<file path="config.mk">
export PLATFORM = sky130hd
export DESIGN_NAME = modes_ap_encoder
export DESIGN_NICKNAME = d
export VERILOG_FILES = /design/src/rtl/modes_ap_pkg.sv /design/src/rtl/modes_ap_seq.sv /design/src/rtl/modes_ap_parity.sv /design/src/rtl/modes_ap_outreg.sv /design/src/rtl/modes_ap_encoder.sv
export SDC_FILE = /design/constraint.sdc
export NUM_CORES = 1
export LEC_CHECK = 0
export BUFFER_PORTS_ARGS = -buffer_cell sky130_fd_sc_hd__buf_2
export CELL_PAD_IN_SITES_DETAIL_PLACEMENT = 1
export CELL_PAD_IN_SITES_GLOBAL_PLACEMENT = 2
export CORE_ASPECT_RATIO = 1.25
export CORE_UTILIZATION = 30
export CTS_CLUSTER_DIAMETER = 150
export DETAILED_ROUTE_END_ITERATION = 6
export PLACE_DENSITY_LB_ADDON = 0.1
export SETUP_SLACK_MARGIN = 0.4
export SLEW_MARGIN = 20
export SYNTH_ARGS = -nofsm -noshare
export SYNTH_HDL_FRONTEND = slang
export SYNTH_SLANG_ARGS = --single-unit
</file>
<file path="constraint.sdc">
create_clock -name clk -period 4.6 [get_ports clk]
set_input_delay 1.38 -clock clk [delete_from_list [all_inputs] [get_ports clk]]
set_output_delay 1.38 -clock clk [all_outputs]
set_load 0.1 [all_outputs]
</file>
<file path="src/rtl/modes_ap_pkg.sv">
package modes_ap_pkg;
  localparam int unsigned PAR_W      = 24;
  localparam logic [23:0] GEN_POLY   = 24'hFFF409;
  localparam int unsigned SHORT_BITS = 56;
  localparam int unsigned LONG_BITS  = 112;

  typedef enum logic {
    MODE_ENC = 1'b0,
    MODE_CHK = 1'b1
  } ap_mode_t;
endpackage

</file>
<file path="src/rtl/modes_ap_seq.sv">
module modes_ap_seq
  import modes_ap_pkg::*;
#(
  parameter int unsigned PW     = PAR_W,
  parameter int unsigned N_SHORT = SHORT_BITS,
  parameter int unsigned N_LONG  = LONG_BITS
) (
  input  logic clk,
  input  logic rst_n,
  input  logic take,
  input  logic start,
  input  logic long_sel,
  output logic live,
  output logic in_field,
  output logic is_final
);
  localparam int unsigned CW = $clog2(N_LONG + 1);

  logic          active_q;
  logic          long_q;
  logic [CW-1:0] cnt_q;
  logic          cur_long;
  logic [CW-1:0] pos;
  logic [CW-1:0] len;
  logic [CW-1:0] data_len;

  always_comb begin
    cur_long = start ? long_sel : long_q;
    pos      = start ? '0 : cnt_q;
    len      = cur_long ? CW'(N_LONG) : CW'(N_SHORT);
    data_len = len - CW'(PW);
    live     = start || active_q;
    in_field = (pos >= data_len);
    is_final = (pos == len - CW'(1));
  end

  always_ff @(posedge clk) begin
    if (!rst_n) begin
      active_q <= 1'b0;
      long_q   <= 1'b0;
      cnt_q    <= '0;
    end else if (take && live) begin
      long_q <= cur_long;
      if (is_final) begin
        active_q <= 1'b0;
        cnt_q    <= '0;
      end else begin
        active_q <= 1'b1;
        cnt_q    <= pos + CW'(1);
      end
    end
  end


  final_ends_msg_chk: assert property (@(posedge clk) disable iff (!rst_n)
    (take && live && is_final) |=> !active_q);


  pos_in_range_chk: assert property (@(posedge clk) disable iff (!rst_n)
    active_q |-> (cnt_q != '0) && (cnt_q < (long_q ? CW'(N_LONG) : CW'(N_SHORT))));
endmodule

</file>
<file path="src/rtl/modes_ap_parity.sv">
module modes_ap_parity
  import modes_ap_pkg::*;
#(
  parameter int unsigned    PW  = PAR_W,
  parameter logic [PW-1:0]  GEN = PW'(GEN_POLY)
) (
  input  logic          clk,
  input  logic          rst_n,
  input  logic          step,
  input  logic          start,
  input  logic          field,
  input  logic          fin,
  input  logic          bit_in,
  input  logic [PW-1:0] addr_in,
  output logic          par_bit,
  output logic          addr_bit
);
  logic [PW-1:0] r_q, a_q;
  logic [PW-1:0] r_base, a_base, r_nxt, a_nxt;
  logic          fb;

  always_comb begin
    r_base = start ? '0 : r_q;
    a_base = start ? addr_in : a_q;
    fb     = !field && (r_base[PW-1] ^ bit_in);
    a_nxt  = field ? {a_base[PW-2:0], 1'b0} : a_base;
  end

  genvar i;
  generate
    for (i = 0; i < PW; i++) begin : g_stage
      if (i == 0) begin : g_head
        assign r_nxt[i] = fb & GEN[i];
      end else begin : g_body
        assign r_nxt[i] = r_base[i-1] ^ (fb & GEN[i]);
      end
    end
  endgenerate

  always_ff @(posedge clk) begin
    if (!rst_n) begin
      r_q <= '0;
      a_q <= '0;
    end else if (step) begin
      r_q <= r_nxt;
      a_q <= a_nxt;
    end
  end

  assign par_bit  = r_q[PW-1];
  assign addr_bit = a_q[PW-1];


  field_drained_chk: assert property (@(posedge clk) disable iff (!rst_n)
    (step && fin) |=> (r_q == '0) && (a_q == '0));
endmodule

</file>
<file path="src/rtl/modes_ap_outreg.sv">
module modes_ap_outreg (
  input  logic clk,
  input  logic rst_n,
  input  logic load,
  input  logic d_bit,
  input  logic d_last,
  input  logic out_ready,
  output logic acc_ok,
  output logic out_valid,
  output logic out_bit,
  output logic out_last
);
  logic v_q, b_q, l_q;

  assign acc_ok = !v_q || out_ready;

  always_ff @(posedge clk) begin
    if (!rst_n) begin
      v_q <= 1'b0;
      b_q <= 1'b0;
      l_q <= 1'b0;
    end else if (acc_ok) begin
      v_q <= load;
      if (load) begin
        b_q <= d_bit;
        l_q <= d_last;
      end
    end
  end

  assign out_valid = v_q;
  assign out_bit   = b_q;
  assign out_last  = l_q;


  stall_hold_chk: assert property (@(posedge clk) disable iff (!rst_n)
    (out_valid && !out_ready) |=> out_valid && $stable(out_bit) && $stable(out_last));
endmodule

</file>
<file path="src/rtl/modes_ap_encoder.sv">
module modes_ap_encoder
  import modes_ap_pkg::*;
#(
  parameter int unsigned   PW      = PAR_W,
  parameter logic [PW-1:0] GEN     = PW'(GEN_POLY),
  parameter int unsigned   N_SHORT = SHORT_BITS,
  parameter int unsigned   N_LONG  = LONG_BITS
) (
  input  logic          clk,
  input  logic          rst_n,
  input  logic          chk_mode,
  input  logic          in_valid,
  output logic          in_ready,
  input  logic          in_bit,
  input  logic          in_start,
  input  logic          in_long,
  input  logic [PW-1:0] in_addr,
  output logic          out_valid,
  input  logic          out_ready,
  output logic          out_bit,
  output logic          out_last
);
  logic     take, load, live, in_field, is_final;
  logic     par_bit, addr_bit, fld_bit, d_bit;
  ap_mode_t mode_q;

  assign take = in_valid && in_ready;
  assign load = take && live;

  modes_ap_seq #(.PW(PW), .N_SHORT(N_SHORT), .N_LONG(N_LONG)) seq_i (
    .clk      (clk),
    .rst_n    (rst_n),
    .take     (take),
    .start    (in_start),
    .long_sel (in_long),
    .live     (live),
    .in_field (in_field),
    .is_final (is_final)
  );

  modes_ap_parity #(.PW(PW), .GEN(GEN)) par_i (
    .clk      (clk),
    .rst_n    (rst_n),
    .step     (load),
    .start    (in_start),
    .field    (in_field),
    .fin      (is_final),
    .bit_in   (in_bit),
    .addr_in  (in_addr),
    .par_bit  (par_bit),
    .addr_bit (addr_bit)
  );

  always_ff @(posedge clk) begin
    if (!rst_n)                mode_q <= MODE_ENC;
    else if (load && in_start) mode_q <= ap_mode_t'(chk_mode);
  end

  always_comb begin
    fld_bit = par_bit ^ addr_bit ^ ((mode_q == MODE_CHK) & in_bit);
    d_bit   = in_field ? fld_bit : in_bit;
  end

  modes_ap_outreg out_i (
    .clk       (clk),
    .rst_n     (rst_n),
    .load      (load),
    .d_bit     (d_bit),
    .d_last    (is_final),
    .out_ready (out_ready),
    .acc_ok    (in_ready),
    .out_valid (out_valid),
    .out_bit   (out_bit),
    .out_last  (out_last)
  );


  beat_emerges_chk: assert property (@(posedge clk) disable iff (!rst_n)
    load |=> out_valid);


  idle_drop_chk: assert property (@(posedge clk) disable iff (!rst_n)
    (take && !live) |=> !out_valid);
endmodule

</file>
### After elaboration in Yosys (flattened, before gate mapping)

Cells that the tools add are included.

* order comparisons: 1
* eq/ne operators: 1
* mux-type cells: 9
* add/sub/neg operators: 3
* reductions and logical operators: 11
* bitwise logic cells: 18

Operators by type and width (count)
* 2-to-1 mux 24 bit: 3
* 2-to-1 mux 7 bit: 3
* bitwise XOR 1 bit: 17
* adder 7 x 1 -> 7 bit (second input constant): 1
* equality test 7 bit: 1
* greater-or-equal comparator 7 bit: 1
* subtractor 7 x 1 -> 7 bit (second input constant): 1
* subtractor 7 x 5 -> 7 bit (second input constant): 1
* logical AND 1 bit: 4
* AND reduction 2 bit: 2
* 2-to-1 mux 1 bit: 3
* logical NOT 1 bit: 2
* logical OR 1 bit: 2
* nonzero test 2 bit: 1
* AND 1 bit: 1

* output and inout port bits: 4
* bits in registers: 61
* word-level logic and storage cells: 53

### Logic depth before layout (Yosys ltp)

Gate-level depths: netlist of run 1.

* depth in word-level cells: 7
* depth in mapped cells: 12

### Modules after synthesis

Synthesis of run 1 repeated with hierarchy kept, for this count alone.

* cells, all modules: 421
* area, all modules: 3487.1 µm²

By module, submodules not included
* modes_ap_parity: cells an instance 309, instances 1, seq. area each 960.9 µm², area an instance 2605.0 µm²
* modes_ap_seq: cells an instance 86, instances 1, seq. area each 180.2 µm², area an instance 664.4 µm²
* modes_ap_outreg: cells an instance 13, instances 1, seq. area each 60.1 µm², area an instance 131.4 µm²
* modes_ap_encoder: cells an instance 13, instances 1, seq. area each 20.0 µm², area an instance 86.3 µm²

### Least setup slack after synthesis of run 1

OpenSTA, ideal clock, no wires.

* path kind: in2reg
* start point: in in_start
* end point: reg par_i.r_q[22]
* stages on the path: 12
* path buffers: 4
* slack: 0.622 ns
* data arrival time: 3.904 ns
* path through: buf_4 -> buf_2 -> buf_2 -> mux2i_1 -> inv_1 -> ha_1 -> nand2_1 -> o21ai_1 -> a311o_2 -> buf_6 -> or3_1 -> a31oi_1

* word-level cells in the longest chain between the ends: 7
* elaborated cells between the ends (all ways): 12
* those cells by class: 1 x add/sub; 1 x order compare; 4 x mux; 2 x bitwise; 4 x reduce/logical

RTL lines
* from (decl): RTL line modes_ap_encoder.sv:15 `input logic in_start,`
* 2-to-1 mux 1 bit: RTL line modes_ap_seq.sv:28 `cur_long = start ? long_sel : long_q;`
* net seq_i.cur_long: RTL line modes_ap_seq.sv:22 `logic cur_long;`
* 2-to-1 mux 7 bit: RTL line modes_ap_seq.sv:30 `len = cur_long ? CW'(N_LONG) : CW'(N_SHORT);`
* subtractor 7 x 5 -> 7 bit: RTL line modes_ap_seq.sv:31 `data_len = len - CW'(PW);`
* greater-or-equal comparator 7 bit: RTL line modes_ap_seq.sv:33 `in_field = (pos >= data_len);`
* logical NOT 1 bit: RTL line modes_ap_parity.sv:25 `fb = !field && (r_base[PW-1] ^ bit_in);`
* logical AND 1 bit: RTL line modes_ap_parity.sv:25
* bitwise XOR 1 bit: RTL line modes_ap_parity.sv:35 `assign r_nxt[i] = r_base[i-1] ^ (fb & GEN[i]);`
* to (signal assigned): RTL line modes_ap_parity.sv:45 `r_q <= r_nxt;`
* to (decl): RTL line modes_ap_parity.sv:18 `logic [PW-1:0] r_q, a_q;`

The timed path passes the listed nets, and every way through them passes these cells.
A chain may end at the register's enable or synchronous reset.

### Final worst setup path of run 1

* start point: in in_start
* end point: reg par_i.a_q[15]

* word-level cells in the longest chain between the ends: 5
* elaborated cells between the ends (all ways): 9
* those cells by class: 1 x add/sub; 1 x order compare; 5 x mux; 2 x reduce/logical

RTL lines
* 2-to-1 mux 1 bit: RTL line modes_ap_seq.sv:28
* 2-to-1 mux 7 bit: RTL line modes_ap_seq.sv:30
* subtractor 7 x 5 -> 7 bit: RTL line modes_ap_seq.sv:31
* greater-or-equal comparator 7 bit: RTL line modes_ap_seq.sv:33
* 2-to-1 mux 24 bit: RTL line modes_ap_parity.sv:26 `a_nxt = field ? {a_base[PW-2:0], 1'b0} : a_base;`
* to (signal assigned): RTL line modes_ap_parity.sv:46 `a_q <= a_nxt;`
* to (decl): RTL line modes_ap_parity.sv:18

Several ways; a longest one is shown, not always the timed one. The select of a mux whose other input is x is not followed.

==> run metrics, run 1 <==
register bit total from synthesis=61; Synth top area share=0.372; Routed Antenna Nets=0; min Tclk post-route=3.67 ns; Initial Util=0.310; clk_lat worst skew=0.33 ns; CTS Hold Buffers Added=0; Metal-1 WL=3.83 mm; crit path max fanout=29; I/O Buffers=35; Critical Path Source=in_start; Crit Path Category=in2reg; Compound-Gate Fraction of Synth Area=0.231; H-tree levels=3; Post-Syn Area=3290 um^2; post-synthesis mux area share=0.0765; post-CTS resize count=0; Hold Path Class=reg2reg; Tot GR Track Use=0.167; clk slew on worst S/H paths=0.05 ns; Post-Synth XOR/XNOR Area=0.00800; CP required=4.81 ns; RD Place Congestion=0.754; Rows=42; Final Util=0.364; Worst Tran Pin Value=0.673 ns; warning count from the yosys run=0; post-synth cell types=45; Worst Path Arrival=3.88 ns; DP HPWL=5.41 mm; Synth area leader=dfxtp_1; Seq/Total Area, Yosys=0.372; Setup WS post-layout=0.925 ns; Synth Area in Adders=0.0190; mean post-synth cell area=8.47 um^2; worst relative slew slack=0.551; Initial DRT Pass Iterations=4; peak supply drop=0.000186 V; Final Hold Viols=0; post-route setup TNS=0 ns; setup violators final=0; Die Span Y=119 um; DR top layer=met4; number of clock sinks=61; die width=95.6 um; Root Driver=clkbuf_16; crit end category=flip-flop; EDFF count, synth=0; Slew Limit Fails=0; DRC viols=0; Hold Startpoint=par_i.r_q[2]; dpl ws=0.538 ns; Final Cycle Share=0.799; cell count after synthesis=388; Leakage=1.65 nW; met2 WL=4.16 mm; Register-to-Register Setup Slack=1.79 ns; vias in the first global route=3004; routed len/inst=15.5 um; layout cells sized above 1=0.160; delay-heaviest family, CP=compound AO/OA/AOI/OAI gates; Synthesized Nets=425; slowest CP cell=a311o_2; CP Cell Sequence=buf_2 -> mux2i_1 -> ha_1 -> a21oi_1 -> a221oi_1 -> a311o_2 -> buf_12 -> nor3_1 -> a221o_1; pwr/cell area=381 nW/um^2; drt initial violations=98; main combinational cell family by area after synthesis=simple AND/OR/NAND/NOR gates; GRT overflow=0; Primary FF master, synth=dfxtp_1; wire length on met3=288 um; max-cap violation count=0; Worst setup SP type=primary input; Max Clock Skew=0.00475 ns; initial antenna violation count=0; status=finished clean; TritonCTS clock tree=done; fmax=272 MHz; Vias/cell=5.34; area delta synth->final=17.6%; FF-to-FF Start=seq_i.long_q; setup bufs post-CTS=0; core area=10600 um^2; Critical path buffers and inverters=2; unrepaired setup endpoints after global routing=false; die area=11400 um^2; CTS max path bufs=2; Routed WL=8.45 mm; nets=447; via count=2906; first-pass GRT wire length=14.7 mm; post-synthesis async set-or-reset flop share=0; Ports=36; Inserted Clock Buffers=9; pin count of the biggest net entering global routing=43; simple logic cell fraction of the synthesized area=0.236; delay of the slowest critical-path stage=0.50 ns; # fillers=1259; dominant cells by area after synthesis=dfxtp_1 (37%), mux2i_1 (7.3%), nor3_1 (6.7%); antenna diode count=0
[worst register-to-register path, delay by kind of cell (launching register included)]
| family | cells | cell delay [ns] |
|---|---|---|
| AOI/OAI and AO/OA | 4 | 1.35 |
| DFF | 1 | 0.35 |
| muxes | 1 | 0.35 |
| adders and majority gates | 1 | 0.31 |
| buffers and inverters | 1 | 0.24 |
| and+or+nand+nor | 1 | 0.08 |
[cells in the final DEF (no fill, tap or decap), types with 2 or more instances in the layout]
cell	Yosys	final
nand2b_1	5	5
nand2_1	28	28
clkbuf_16	0	9
or3_1	14	14
a31oi_1	18	18
buf_4	1	11
clkbuf_8	0	2
nor2b_1	23	22
dfxtp_1	61	61
a221oi_1	2	2
a21boi_0	13	13
nand3b_1	10	10
a21oi_1	3	3
xor2_1	2	2
o21ai_0	37	37
inv_1	5	5
o211a_1	2	2
buf_2	7	35
ha_1	5	5
nor3_1	44	44
o21ai_1	2	2
and3b_1	2	2
nor2_1	7	7
a211o_1	21	21
mux2i_1	24	24
and2_1	3	3
a221o_1	3	3
o311ai_0	2	2
[through the flow]
step | total power, mW | std cells | cell area (um^2) | hold WS [ns]
2_1_floorplan | 0.749 | 388 | 3290 | 0.432
3_3_place_gp | 0.814 | 531 | 3580 | 0.441
5_1_grt | 1.55 | 544 | 3860 | 0.485
6_report | 1.47 | 544 | 3860 | 0.458
4_1_cts | 1.50 | 544 | 3860 | 0.459
3_5_place_dp | 0.816 | 531 | 3580 | 0.452
[cell families after synthesis]
group / after synthesis
AO/OA/AOI/OAI: 110
XOR/XNOR: 3
adder cells (fa/ha/maj): 5
buffers and inverters: 41
flip-flops: 61
multiplexers: 25
AND/OR/NAND/NOR: 143
[synth_stat cells (2+ instances only)]
| cell type | n |
|---|---|
| ha_1 | 5 |
| nor2_1 | 7 |
| or3_1 | 14 |
| xor2_1 | 2 |
| nand3b_1 | 10 |
| nand2_1 | 28 |
| dfxtp_1 | 61 |
| a21boi_0 | 13 |
| a211o_1 | 21 |
| a21oi_1 | 3 |
| a221oi_1 | 2 |
| o211a_1 | 2 |
| nand2b_1 | 5 |
| buf_1 | 2 |
| a31oi_1 | 18 |
| and2_1 | 3 |
| nor3_1 | 44 |
| clkbuf_1 | 23 |
| nor2b_1 | 23 |
| inv_1 | 5 |
| o311ai_0 | 2 |
| o21ai_0 | 37 |
| buf_6 | 3 |
| a221o_1 | 3 |
| o21ai_1 | 2 |
| and3b_1 | 2 |
| buf_2 | 7 |
| mux2i_1 | 24 |
[path summary, 6_finish.rpt]
| check | depth (start not counted) | to |
|---|---|---|
| min reg2reg | 2 | par_i.r_q[2] |
| min | 2 | par_i.r_q[2] |
| max | 9 | par_i.a_q[15] |
| max reg2reg | 8 | par_i.a_q[15] |
[registers in the layout, indices dropped and copies added (netlist names)]
signal           flops
mode_q               1
out_i.out_bit        1
out_i.out_last       1
out_i.out_valid      1
par_i.a_q           24
par_i.r_q           24
seq_i.active_q       1
seq_i.cnt_q          7
seq_i.long_q         1
[where the power goes]
part           switching (mW)  internal (mW)  total, mW
registers              0.0159          0.558      0.574
clock network           0.233          0.438      0.672
logic                   0.140         0.0859      0.226
[area by class of cell]
type / instances / area (um^2) / share of cell area
Clock buffer: 11 / 253 / 0.0654
Clock inverter: 2 / 35.0 / 0.00906
Tap cell: 132 / 165 / 0.0427
Multi-Input combinational cell: 286 / 1890 / 0.490
Sequential cell: 61 / 1220 / 0.316
Timing Repair Buffer: 47 / 278 / 0.0719
Inverter: 5 / 18.8 / 0.00486
[routing by layer]
layer / vias to the layer above / track usage
met5: - / 0
met4: 0 / 0.0756
met3: 10 / 0.0434
met2: 31 / 0.280
met1: 1405 / 0.196
li1: 1460 / -
Power figures use the tool's default switching activity.
==> inputs of run 2 (changes only) <==
Clock period 4.6 ns to 3.2 ns, I/O delays scaled along.
==> run metrics, run 2 (synthesis gave the netlist of run 1 again) <==
vias in the first global route=3099 (was 3004); Routed Antenna Nets=0 (unchanged); Worst Tran Pin Value=0.537 ns (was 0.673 ns); Initial DRT Pass Iterations=4 (unchanged); layout cells sized above 1=0.214 (was 0.160); wire length on met3=290 um (was 288 um); pwr/cell area=530 nW/um^2 (was 381 nW/um^2); min Tclk post-route=2.77 ns; Vias/cell=5.36 (was 5.34); die width=95.6 um (unchanged); drt initial violations=84 (was 98); Metal-1 WL=3.99 mm (was 3.83 mm); unrepaired setup endpoints after global routing=false (unchanged); Final Non-Filler Cells=561 (was 544); met2 WL=4.69 mm (was 4.16 mm); pin count of the biggest net entering global routing=54 (was 43); most common cell after layout, fill and taps aside=dfxtp_1 (unchanged); GRT overflow=0 (unchanged); Leakage=1.76 nW (was 1.65 nW); antenna diode count=0 (unchanged); Final Hold Viols=0 (unchanged); crit end category=flip-flop (unchanged); Crit Path Category=in2reg (unchanged); first-pass GRT wire length=14.9 mm (was 14.7 mm); number of clock sinks=61 (unchanged); nets=461 (was 447); clk_lat worst skew=0.33 ns (about the same); Rows=42 (unchanged); Die Span Y=119 um (unchanged); Routed WL=9.12 mm (was 8.45 mm); Worst setup SP type=primary input (unchanged); Root Driver=clkbuf_16 (unchanged); I/O Buffers=35 (unchanged); RD Place Congestion=0.713 (was 0.754); crit path max fanout=12 (was 29); peak supply drop=0.000220 V (was 0.000186 V); Inserted Clock Buffers=9 (unchanged); Max Clock Skew=0.00398 ns (was 0.00475 ns); CP required=3.42 ns (was 4.81 ns); die area=11400 um^2 (unchanged); worst relative slew slack=0.638 (was 0.551); core area=10600 um^2 (unchanged); DP HPWL=5.62 mm (was 5.41 mm); Worst Path Arrival=2.98 ns (was 3.88 ns); Final Cycle Share=0.865; H-tree levels=3 (unchanged); Initial Util=0.310 (unchanged); initial antenna violation count=0 (unchanged); Tot GR Track Use=0.169 (was 0.167); via count=3005 (was 2906); post-route setup TNS=0 ns (unchanged); Slew Limit Fails=0 (unchanged); area delta synth->final=26.5% (was 17.6%); routed len/inst=16.3 um (was 15.5 um); DR top layer=met4 (unchanged); max-cap violation count=0 (unchanged); setup violators final=0 (unchanged); clk slew on worst S/H paths=0.05 ns (about the same); status=finished clean (unchanged); CTS max path bufs=2 (unchanged); fmax=361 MHz; Hold Path Class=reg2reg (unchanged); placed cell count=536 (was 531); DRC viols=0 (unchanged); most frequent cells in the layout=dfxtp_1 (61), nor3_1 (43), o21ai_0 (36) (was dfxtp_1 (61), nor3_1 (44), o21ai_0 (37)); TritonCTS clock tree=done (unchanged); Ports=36 (unchanged); top flop regs=par_i.a_q x24, par_i.r_q x24, seq_i.cnt_q x7 (unchanged)
## run 2: layout make-up
class | count | area, um^2
clock buffer | 12 | 246
clock inverter | 4 | 47.5
fill | 1253 | 6460
inverter | 5 | 18.8
multi-input combinational | 286 | 1980
sequential | 61 | 1220
tap | 132 | 165
timing repair buffer | 61 | 482
## run 2: stage by stage
stage / worst slack, ns / util / instance area (um^2) / hold slack, ns / total power, mW
finish: 0.434 / 0.392 / 4160 / 0.455 / 2.20
CTS: 0.400 / 0.374 / 3970 / 0.461 / 2.19
global route: 0.335 / 0.392 / 4160 / 0.473 / 2.32
global placement: 0.0768 / 0.346 / 3670 / 0.438 / 1.19
detailed placement: 0.0445 / 0.346 / 3670 / 0.450 / 1.19
floorplan: 0.0753 / - / 3360 / 0.432 / 1.09
## run 2: per-layer routing
layer | vias up | GRT usage
li1 | 1491 | -
met1 | 1476 | 0.197
met2 | 28 | 0.289
met3 | 10 | 0.0409
met4 | 0 | 0.0718
met5 | - | 0
## run 2: power by group
part,switching [mW],total (mW),internal [mW]
logic,0.226,0.405,0.179
registers,0.0225,0.825,0.802
clock network,0.353,0.974,0.621
total,0.601,2.20,1.60
## run 2: timing repair
item | CTS | global route
endpoints found under the setup margin | 0 | 40
setup buffers | 0 | 5
hold buffers | 0 | 0
resized for setup | 0 | 14
## run 2: worst paths after layout
kind | startpoint | endpoint | slack, ns | depth (start not counted)
worst max register to register | seq_i.long_q | par_i.a_q[18] | 0.90 | 11
worst min register to register | par_i.r_q[9] | par_i.r_q[9] | 0.45 | 2
worst min-delay path | par_i.r_q[9] | par_i.r_q[9] | 0.45 | 2
worst max-delay path | in_start | par_i.a_q[18] | 0.43 | 12
## run 2: critical path: stages
cell       delay (ns)
clkbuf_4         0.16
mux2i_4          0.31
inv_1            0.11
ha_4             0.23
nand2_2          0.08
o21ai_4          0.06
buf_4            0.15
a311oi_4         0.29
buf_6            0.17
clkbuf_16        0.17
nor3_1           0.06
a211o_1          0.23
